[src/rtl/sercmd_pkg.sv]
package sercmd_pkg;
    localparam int OP_W = 4;
    localparam logic [OP_W-1:0] OP_FILL = 4'hF;
    localparam logic [OP_W-1:0] OP_PIN  = 4'hE;
endpackage

[src/rtl/sercmd_sync.sv]
module sercmd_sync #(
    parameter int N      = 3,
    parameter int STAGES = 2
) (
    input  logic         clk,
    input  logic         rst_n,
    input  logic [N-1:0] rst_val,
    input  logic [N-1:0] din,
    output logic [N-1:0] dout
);
    for (genvar i = 0; i < N; i++) begin : g_bit
        logic [STAGES-1:0] chain_d, chain_q;

        always_comb begin
            chain_d = {chain_q[STAGES-2:0], din[i]};
        end

        always_ff @(posedge clk or negedge rst_n) begin
            if (!rst_n) chain_q <= {STAGES{rst_val[i]}};
            else        chain_q <= chain_d;
        end

        assign dout[i] = chain_q[STAGES-1];
    end
endmodule

[src/rtl/sercmd_shift.sv]
module sercmd_shift #(
    parameter int WORD_W = 16
) (
    input  logic              clk,
    input  logic              rst_n,
    input  logic              csn_s,
    input  logic              sclk_s,
    input  logic              dat_s,
    output logic              word_vld,
    output logic [WORD_W-1:0] word
);
    localparam int CW = $clog2(WORD_W + 2);
    localparam logic [CW-1:0] CNT_FULL = CW'(WORD_W);
    localparam logic [CW-1:0] CNT_OVER = CW'(WORD_W + 1);

    typedef struct packed {
        logic [WORD_W-1:0] sh;
        logic [CW-1:0]     cnt;
        logic              sclk_p;
        logic              csn_p;
        logic              vld;
    } shift_s;

    shift_s st_d, st_q;

    always_comb begin
        st_d        = st_q;
        st_d.vld    = 1'b0;
        st_d.sclk_p = sclk_s;
        st_d.csn_p  = csn_s;
        if (!csn_s) begin
            if (sclk_s && !st_q.sclk_p) begin
                st_d.sh = {st_q.sh[WORD_W-2:0], dat_s};
                if (st_q.cnt != CNT_OVER) st_d.cnt = st_q.cnt + 1'b1;
            end
        end else begin
            if (!st_q.csn_p && st_q.cnt == CNT_FULL) st_d.vld = 1'b1;
            st_d.cnt = '0;
        end
    end

    always_ff @(posedge clk or negedge rst_n) begin
        if (!rst_n) begin
            st_q        <= '0;
            st_q.csn_p  <= 1'b1;
        end else begin
            st_q <= st_d;
        end
    end

    assign word_vld = st_q.vld;
    assign word     = st_q.sh;


    single_word_pulse_chk: assert property (@(posedge clk) disable iff (!rst_n)
        word_vld |=> !word_vld);

    word_needs_select_high_chk: assert property (@(posedge clk) disable iff (!rst_n)
        word_vld |-> csn_s);
endmodule

[src/rtl/sercmd_fill.sv]
module sercmd_fill #(
    parameter int DEPTH = 560,
    parameter int DW    = 8
) (
    input  logic                     clk,
    input  logic                     rst_n,
    input  logic                     start,
    input  logic                     abort,
    input  logic [DW-1:0]            val,
    output logic                     busy,
    output logic                     cell_we,
    output logic [$clog2(DEPTH)-1:0] cell_addr,
    output logic [DW-1:0]            cell_data
);
    localparam int AW = $clog2(DEPTH);
    localparam logic [AW-1:0] LAST = AW'(DEPTH - 1);

    typedef struct packed {
        logic          busy;
        logic [AW-1:0] addr;
        logic [DW-1:0] val;
    } fill_s;

    fill_s st_d, st_q;

    always_comb begin
        st_d = st_q;
        if (st_q.busy) begin
            if (abort || st_q.addr == LAST) st_d.busy = 1'b0;
            else                            st_d.addr = st_q.addr + 1'b1;
        end else if (start) begin
            st_d.busy = 1'b1;
            st_d.addr = '0;
            st_d.val  = val;
        end
    end

    always_ff @(posedge clk or negedge rst_n) begin
        if (!rst_n) st_q <= '0;
        else        st_q <= st_d;
    end

    assign busy      = st_q.busy;
    assign cell_we   = st_q.busy;
    assign cell_addr = st_q.addr;
    assign cell_data = st_q.val;


    fill_addr_step_chk: assert property (@(posedge clk) disable iff (!rst_n)
        (busy && !abort && cell_addr != LAST) |=> (busy && cell_addr == $past(cell_addr) + 1'b1));

    fill_addr_range_chk: assert property (@(posedge clk) disable iff (!rst_n)
        busy |-> cell_addr <= LAST);

    busy_rise_from_start_chk: assert property (@(posedge clk) disable iff (!rst_n)
        $rose(busy) |-> ($past(start) && cell_addr == '0));

    abort_clears_busy_chk: assert property (@(posedge clk) disable iff (!rst_n)
        (busy && abort) |=> !busy);
endmodule

[src/rtl/sercmd_rx.sv]
module sercmd_rx #(
    parameter int COLS   = 35,
    parameter int ROWS   = 16,
    parameter int WORD_W = 16,
    parameter int DW     = 8
) (
    input  logic                                  clk,
    input  logic                                  rst_n,
    input  logic                                  ser_csn,
    input  logic                                  ser_clk,
    input  logic                                  ser_dat,
    output logic                                  reg_we,
    output logic [sercmd_pkg::OP_W-1:0]           reg_addr,
    output logic [WORD_W-sercmd_pkg::OP_W-1:0]    reg_data,
    output logic                                  cell_we,
    output logic [$clog2(COLS*ROWS)-1:0]          cell_addr,
    output logic [DW-1:0]                         cell_data,
    output logic                                  busy_pin
);
    import sercmd_pkg::*;

    localparam int DEPTH = COLS * ROWS;
    localparam int RD_W  = WORD_W - OP_W;

    logic [2:0]        sync_out;
    logic              csn_s, sclk_s, dat_s;
    logic              word_vld;
    logic [WORD_W-1:0] word;
    logic              fill_busy;

    sercmd_sync #(.N(3), .STAGES(2)) u_sync (
        .clk     (clk),
        .rst_n   (rst_n),
        .rst_val (3'b100),
        .din     ({ser_csn, ser_clk, ser_dat}),
        .dout    (sync_out)
    );
    assign {csn_s, sclk_s, dat_s} = sync_out;

    sercmd_shift #(.WORD_W(WORD_W)) u_shift (
        .clk      (clk),
        .rst_n    (rst_n),
        .csn_s    (csn_s),
        .sclk_s   (sclk_s),
        .dat_s    (dat_s),
        .word_vld (word_vld),
        .word     (word)
    );

    typedef struct packed {
        logic            oe;
        logic            inv;
        logic            reg_we;
        logic [OP_W-1:0] reg_addr;
        logic [RD_W-1:0] reg_data;
        logic            start;
        logic [DW-1:0]   fill_val;
    } ctl_s;

    ctl_s ctl_d, ctl_q;
    logic [OP_W-1:0] op;

    always_comb begin
        op            = word[WORD_W-1 -: OP_W];
        ctl_d         = ctl_q;
        ctl_d.reg_we  = 1'b0;
        ctl_d.start   = 1'b0;
        if (word_vld) begin
            if (op == OP_FILL) begin
                ctl_d.start    = 1'b1;
                ctl_d.fill_val = word[DW-1:0];
            end else if (op == OP_PIN) begin
                ctl_d.oe  = word[0];
                ctl_d.inv = word[1];
            end else begin
                ctl_d.reg_we   = 1'b1;
                ctl_d.reg_addr = op;
                ctl_d.reg_data = word[RD_W-1:0];
            end
        end
    end

    always_ff @(posedge clk or negedge rst_n) begin
        if (!rst_n) ctl_q <= '0;
        else        ctl_q <= ctl_d;
    end

    sercmd_fill #(.DEPTH(DEPTH), .DW(DW)) u_fill (
        .clk       (clk),
        .rst_n     (rst_n),
        .start     (ctl_q.start),
        .abort     (!csn_s),
        .val       (ctl_q.fill_val),
        .busy      (fill_busy),
        .cell_we   (cell_we),
        .cell_addr (cell_addr),
        .cell_data (cell_data)
    );

    assign reg_we   = ctl_q.reg_we;
    assign reg_addr = ctl_q.reg_addr;
    assign reg_data = ctl_q.reg_data;
    assign busy_pin = ctl_q.oe & (fill_busy ^ ctl_q.inv);


    no_reg_write_for_special_op_chk: assert property (@(posedge clk) disable iff (!rst_n)
        reg_we |-> (reg_addr != OP_FILL && reg_addr != OP_PIN));

    pin_follows_busy_chk: assert property (@(posedge clk) disable iff (!rst_n)
        ($rose(fill_busy) && ctl_q.oe && !ctl_q.inv) |-> busy_pin);
endmodule

[config.mk]
export PLATFORM = sky130hd
export DESIGN_NAME = sercmd_rx
export DESIGN_NICKNAME = d
export VERILOG_FILES = /design/src/rtl/sercmd_pkg.sv /design/src/rtl/sercmd_sync.sv /design/src/rtl/sercmd_shift.sv /design/src/rtl/sercmd_fill.sv /design/src/rtl/sercmd_rx.sv
export SDC_FILE = /design/constraint.sdc
export NUM_CORES = 1
export LEC_CHECK = 0
export BUFFER_PORTS_ARGS = -buffer_cell sky130_fd_sc_hd__buf_2
export CORE_MARGIN = 5
export CORE_UTILIZATION = 40
export CTS_CLUSTER_DIAMETER = 40
export CTS_CLUSTER_SIZE = 8
export DETAILED_ROUTE_END_ITERATION = 7
export MAX_ROUTING_LAYER = met4
export PLACE_DENSITY = 0.6
export SLEW_MARGIN = 40
export SYNTH_ARGS = -nofsm -noshare
export SYNTH_HDL_FRONTEND = slang
export SYNTH_SLANG_ARGS = --single-unit
[constraint.sdc]
create_clock -name clk -period 3.5 [get_ports clk]
set_input_delay 0 -clock clk [delete_from_list [all_inputs] [get_ports clk]]
set_output_delay 0 -clock clk [all_outputs]
set_load 0.005 [all_outputs]
**Word-level counts from Yosys, hierarchy flattened**

Cells that the tools add are included.

- Add/subtract/negate cells: 2
- Eq/ne operators: 6
- Mux-type cells: 13
- Bitwise gates (word level): 6
- Reductions and logical operators: 16

Operators by type and width:

| operator | number |
|---|---|
| 17-bit two-way mux | 2 |
| 26-bit two-way mux | 1 |
| 19-bit two-way mux | 1 |
| 5-bit two-way mux | 3 |
| 11-bit two-way mux | 1 |
| 10-bit by 1-bit adder with 10-bit output (second input constant) | 1 |
| 10-bit equality test (second input constant) | 1 |
| 10-bit two-way mux | 1 |
| 2-bit AND reduction | 5 |
| 9-bit two-way mux | 1 |
| 4-bit equality test (second input constant) | 2 |
| 3-bit AND reduction | 2 |
| 2-bit nonzero test | 3 |
| 5-bit by 1-bit adder with 5-bit output (second input constant) | 1 |
| 5-bit equality test (second input constant) | 1 |
| 5-bit inequality test (second input constant) | 1 |
| 1-bit inverter | 4 |
| 1-bit zero test | 3 |
| 1-bit two-way mux | 3 |
| 1-bit logical AND | 2 |
| 2-bit inequality test (second input constant) | 1 |
| 1-bit AND | 1 |
| 1-bit logical OR | 1 |
| 1-bit bitwise XOR | 1 |

- Register bits: 77
- Input port bits: 5
- Output and inout port bits: 37
- Word-level logic and storage cells: 61

**Logic depth before layout (Yosys ltp)**

Gate-level depths: netlist of run 1.

- Word-level depth: 4
- Mapped depth: 6
- Gate-level depth less buffers: 5

**Least setup slack after synthesis of run 1**

No wires, ideal clock.

- Path kind: reg-to-reg
- Start: register u_fill.st_q, in the netlist u_fill.cell_addr[0]
- End: register u_fill.st_q, in the netlist u_fill.cell_addr[2]
- Setup time: 0.122 ns
- Arrival: 1.413 ns
- Required time: 3.378 ns
- Setup slack: 1.966 ns
- Stages on the path, launching flop included: 5
- Path buffers: 0
- Period minus slack after synthesis: 1.534 ns
- Cells stage by stage: dfrtp_1 > ha_1 > and3_2 > a31o_2 > a32o_1

- Cells in the longest elaborated chain, start to end: 4
- Elaborated cells on any way between the ends: 7
- Those cells by class: add/sub (1); eq/ne (2); mux (2); reduce/logical (2)

Ends and longest elaborated chain:

| element | line | source |
|---|---|---|
| start, declared | sercmd_fill.sv:24 | `fill_s st_d, st_q;` |
| start signal, assigned | sercmd_fill.sv:40 | `else st_q <= st_d;` |
| parallel branches: the longest is 4 deep, another holds 10-bit by 1-bit adder with 10-bit output | n/a |  |

Several ways; the timed one is not identified. The select of a mux whose other input is x is not followed.
A chain may end at the register's enable or synchronous reset.

**Worst setup path after layout of run 1**

- Start: register u_fill.st_q, in the netlist u_fill.cell_addr[1]
- End: register u_fill.st_q, in the netlist u_fill.cell_addr[2]

Same word-level chain as after synthesis.

==> results.cfg, run 1 <==
[critical_path]
crit_path_end_kind = flip-flop
cp-start-kind = flip-flop
crit_type = flip-flop to flip-flop
ff2ff_path_depth = 4
arrival_ps = 1890
timing.rr.start = u_fill.cell_addr[1]
cp.required_ps = 3740
reg2reg_to = u_fill.cell_addr[2]
crit_start = u_fill.cell_addr[1]
crit_fanout = 7
regToRegSetupSlack_ps = 1860

[routing]
first_pass_iters = 4
drc_errors = 0
drtIter0Drc = 87
routed_wl_mm = 5.53
vias = 1930
wl_per_cell_um = 14.4
drtAntennaViolNets = 0
vias_per_cell = 5.01

[floorplanning]
io_pins = 42
core_um2 = 7810
fp.dieW_um = 100
rows = 32
die_area_um2 = 10000
initial_core_util_pct = 41.5
die_h_um = 100

[synthesis]
synth_area_leader_cell = dfrtp_1
syn_area_um2 = 3240
ys_ff_latch = 77
ys_top_cells_by_count = dfrtp_1, mux2_2, buf_4
synth.avg_cell_area_um2 = 13.3
yosysUniqueCellTypes = 43
synthCells = 244
synth_edf_count = 0
ys_top_cells_by_area = dfrtp_1, mux2_2, buf_4
synth.top_cell.area_share_pct = 57.1
yosysWarnings = 0
async_flop_share_pct = 100
syn_nets = 253
yosysSeqAreaShare_pct = 59.6
synth.most_common_cell = dfrtp_1
synthFlopType = dfrtp_1

[run_status]
status = finished clean

[hold_path]
hp-class = input port to async pin

[sta]
fin_skew_ps = 5.65
clock.fmax_mhz = 609
period_needed_ps = 1640
slew_viol_final = 0
finalSetupTns_ps = 0
finalSetupViolations = 0
slew_headroom_pct = 53.2
period_share_pct = 46.9
hold_viol = 0
fin_hold_ws_ps = 231
rsz0062_at_grt = false
tightest_slew_ps = 702

[cells_and_area]
drive_above_1_share_pct = 40.3
finalInstanceArea_um2 = 3640
fin_nets = 287
antenna_cells = 0
area_growth_pct = 12.4

[power_and_ir_drop]
ir_drop_mv = 0.258
p_leak_nw = 1.85
pwr_density_cell_nw_per_um2 = 463

[clocking]
cts_buffers = 9
clockRootBuffer = clkbuf_8
cts_buffer_depth = 2
cts_tree = done
ctsResizeCount = 0
hold_buffers = 4
path_clk_slew_ps = 80
ctsHtreeMaxLevel = 3
postCtsSetupRepairBufs = 0
clkLatencyLatePin_ps = 350
clock_sinks = 77

[grt]
grt_util_all_layers_pct = 12.2
grt_pass1_vias = 1903
antenna_found_initial = 0
grt_remaining_overflow = 0
grt_first_pass_wirelength_mm = 9.36
grt_max_degree = 78

[flow_run]
drv_cap = 0

[placement]
placed_area_um2 = 3420
gp_congestion = 0.846
portBuffers = 41
dp_hpwl_mm = 3.65
how the worst max path moves through the flow:
stage	end	slack [ps]	cells past startpoint
3_3_place_gp	u_fill.cell_addr[2]	1910	4
4_1_cts	u_fill.cell_data[7]	1850	2
3_5_place_dp	u_fill.cell_data[7]	1840	2
6_report	u_fill.cell_addr[2]	1860	4
5_1_grt	u_fill.cell_data[1]	1740	2
2_1_floorplan	u_fill.cell_addr[2]	1970	4
per-layer routing:
layer  up-vias  GRT usage, %  part of all wire (%)
met5         -             -                     0
met4         0          3.11                  0.83
met3         7          5.00                   5.9
met2        45          18.3                    47
met1       952          15.5                    46
li1        926             -                     -
area by class of cell:
type | instances | area (µm²)
Clock buffer | 10 | 138
Sequential cell | 77 | 1930
Multi-Input combinational cell | 135 | 1110
Fill cell | 746 | 4170
Timing Repair Buffer | 45 | 251
Clock inverter | 6 | 46.3
Tap cell | 102 | 128
Inverter | 10 | 37.5
kinds of logic after synthesis:
logic type | Yosys count | share of synthesized area (%)
multiplexers | 52 | 17.8
XOR/XNOR | 2 | 0.541
adder cells (fa/ha/maj) | 4 | 1.54
buffers and inverters | 32 | 6.14
AO/OA/AOI/OAI | 23 | 4.56
flip-flops | 77 | 59.6
AND/OR/NAND/NOR | 54 | 9.85
state kept, by name, summed over array words and instances (netlist names):
name / flops
ctl_q: 11
reg_addr: 4
reg_data: 12
reg_we: 1
u_fill.busy: 1
u_fill.cell_addr: 10
u_fill.cell_data: 8
u_shift.st_q: 7
u_shift.word: 16
u_shift.word_vld: 1
u_sync.g_bit.chain_q: 6
where the power goes:
part | switching, W | internal (W)
clock network | 0.000339 | 0.000281
registers | 0.0000496 | 0.000940
logic | 0.0000328 | 0.0000441
total | 0.000421 | 0.00127
cells in the final DEF (no fill, tap or decap), types with 2 or more instances in the layout:
cell type | synthesis | routed
dfstp_2 | 3 | 3
ha_1 | 4 | 4
o21ai_0 | 5 | 5
or3_1 | 2 | 2
clkinvlp_4 | 0 | 2
nand2_2 | 2 | 2
and2_1 | 2 | 2
nand3_1 | 9 | 9
nand2_1 | 13 | 13
inv_6 | 0 | 2
dlygate4sd3_1 | 0 | 4
xor2_1 | 2 | 2
a21oi_1 | 8 | 8
clkbuf_8 | 0 | 10
mux2_2 | 45 | 45
nor2_1 | 3 | 3
inv_1 | 9 | 9
nor3_1 | 2 | 2
or4_1 | 3 | 3
mux2i_1 | 7 | 7
nand4_1 | 3 | 3
and3_2 | 2 | 2
a2bb2oi_1 | 3 | 3
buf_2 | 3 | 40
dfrtp_1 | 74 | 74
nand2b_1 | 2 | 2
worst max-delay path, cell delays in order, from the launching register on:
cell     delay (ps)
dfrtp_1         470
ha_1            280
and3_2          240
a31o_2          280
a32o_1          260
stage by stage:
| step | utilization [%] | worst slack, ps | instances | power, W |
|---|---|---|---|---|
| floorplan | - | 1970 | 244 | 0.00104 |
| global placement | 43.7 | 1910 | 365 | 0.00108 |
| detailed placement | 43.8 | 1840 | 365 | 0.00109 |
| CTS | 46.7 | 1850 | 385 | 0.00172 |
| global route | 46.7 | 1740 | 385 | 0.00177 |
| finish | 46.7 | 1860 | 385 | 0.00169 |
Power figures use the tool's default switching activity.
==> run 2: changes to the inputs <==
--- a/config.mk
+++ b/config.mk
@@ -12,7 +12,7 @@
 export CTS_CLUSTER_SIZE = 8
 export DETAILED_ROUTE_END_ITERATION = 7
 export MAX_ROUTING_LAYER = met4
-export PLACE_DENSITY = 0.6
+export PLACE_DENSITY = 0.62
 export SLEW_MARGIN = 40
 export SYNTH_ARGS = -nofsm -noshare
 export SYNTH_HDL_FRONTEND = slang
==> constraint.sdc (replaced) <==
create_clock -name clk -period 1.4 [get_ports clk]
set_input_delay 0 -clock clk [delete_from_list [all_inputs] [get_ports clk]]
set_output_delay 0 -clock clk [all_outputs]
set_load 0.005 [all_outputs]
==> results.cfg, run 2 (synthesized netlist as in run 1, its figures left out) <==
[run_status]
status = finished clean

[power_and_ir_drop]
pwr-share-seq_pct = 58.2
power_switching_w = 0.00110
ir_drop_mv = 0.626
pwr_density_cell_nw_per_um2 = 1080
p_leak_nw = 1.98
switching_share_pct = 25.8
power_frac_comb_pct = 5.4
p_clk_share_pct = 36.4
internal_power_w = 0.00316

[sta]
clock.fmax_mhz = 720
fin_skew_ps = 8.68
rsz0062_at_grt = true
tightest_slew_ps = 486
hold_viol = 0
slew_viol_final = 0
period_share_pct = 99.2
slew_headroom_pct = 67.6
worst_slack_ps = 11.2
finalSetupViolations = 0
period_needed_ps = 1390

[grt]
grt_pass1_vias = 2170
grt_first_pass_wirelength_mm = 10.8
grt_util_all_layers_pct = 13.9
grt_remaining_overflow = 0
grt_max_degree = 36
antenna_found_initial = 0

[placement]
placed_area_um2 = 3590
gp_congestion = 0.860
dp_hpwl_mm = 4.12
portBuffers = 41
place_ws_ps = -7.28

[hold_path]
hp-class = input port to async pin

[floorplanning]
core_um2 = 7810
initial_core_util_pct = 41.5
io_pins = 42
die_area_um2 = 10000
die_h_um = 100
fp.dieW_um = 100
rows = 32

[cells_and_area]
finalInstanceArea_um2 = 3930
mostFrequentLayoutCell = dfrtp_1
largest_register_ffs = 16
area_growth_pct = 21.3
antenna_cells = 0
fin_nets = 308
drive_above_1_share_pct = 49.0
utilization_pct = 50.3
layout_common_cells = dfrtp_1, mux2_2, buf_2

[critical_path]
cp-start-kind = flip-flop
cp.required_ps = 1680
arrival_ps = 1670
ff2ff_path_depth = 5
regToRegSetupSlack_ps = 10
crit_fanout = 3
crit_path_end_kind = flip-flop
crit_type = flip-flop to flip-flop

[routing]
drtIter0Drc = 87
drc_errors = 0
routed_wl_mm = 6.21
first_pass_iters = 4
drtAntennaViolNets = 0
vias = 2016
wl_per_cell_um = 15.3
vias_per_cell = 4.97

[clocking]
clockRootBuffer = clkbuf_8
path_clk_slew_ps = 90
ctsHtreeMaxLevel = 3
cts_buffer_depth = 2
cts_buffers = 9
clkLatencyLatePin_ps = 350
clock_sinks = 77
cts_tree = done

[flow_run]
drv_cap = 0
## run 2: cell count changes in the layout (fill, tap and decap cells not counted), sizes merged
cell	change
clkbuf	-1
inv	+2
clkinvlp	-2
clkinv	+1
buf	+21
## run 2: worst max-delay path, cell delays in order (launching register included)
cell and delay [ps]:
dfrtp_1 400, inv_2 70, ha_4 160, nor4bb_4 150, or4_1 420, a21oi_2 130
## run 2: what timing repair did
| item | CTS | global route |
|---|---|---|
| buffers inserted | 1 | 7 |
| hold buffers | 4 | 0 |
| pin swaps | 0 | 8 |
| setup endpoints to repair | 3 | 22 |
| hold endpoints to repair | 80 | 0 |
| resized for setup | 2 | 13 |
## run 2: stage by stage
step	total power (W)	hold slack [ps]	setup TNS, ps	cells
after floorplan	0.00260	-296	0	244
after global placement	0.00273	-3.52	0	378
after detailed placement	0.00273	-1.29	-7.28	378
after CTS	0.00431	159	-0.0917	399
after global routing	0.00447	193	-52.0	406
final	0.00426	149	0	406
## run 2: layer usage
| metal | vias up | share of wire, % | global-route usage (%) |
|---|---|---|---|
| met4 | 0 | 0.44 | 3.83 |
| met1 | 1010 | 46 | 18.1 |
| li1 | 954 | - | - |
| met2 | 46 | 49 | 20.9 |
| met5 | - | 0 | - |
| met3 | 6 | 5.1 | 4.45 |
## run 2: final cells by class
type                    count  area (µm²)
fillers                   692        3880
clock buffers               9         124
clock inverters             7        56.3
well taps                 102         128
inverters                  10        37.5
multi-input cells         135        1190
flip-flops and latches     77        1940
repair buffers             66         459
## run 2: path summary, 6_finish.rpt
kind | from | endpoint
max in group asynchronous | rst_n | u_fill.cell_addr[0]
worst max-delay path | u_shift.st_q[4] | u_shift.st_q[5]
worst max register to register | u_shift.st_q[4] | u_shift.st_q[5]
worst min-delay path | rst_n | u_fill.cell_addr[6]
min in group clk | ser_dat | u_sync.g_bit[0].chain_q[0]
worst min register to register | u_sync.g_bit[0].chain_q[0] | u_sync.g_bit[0].chain_q[1]
## run 2: power by group through the flow
stage / registers (W) / logic, W / clock network, W
final: 0.00248 / 0.000231 / 0.00155
after global routing: 0.00250 / 0.000259 / 0.00171
after CTS: 0.00248 / 0.000228 / 0.00161
after detailed placement: 0.00252 / 0.000215 / 0
after global placement: 0.00252 / 0.000209 / 0
after floorplan: 0.00247 / 0.000133 / 0
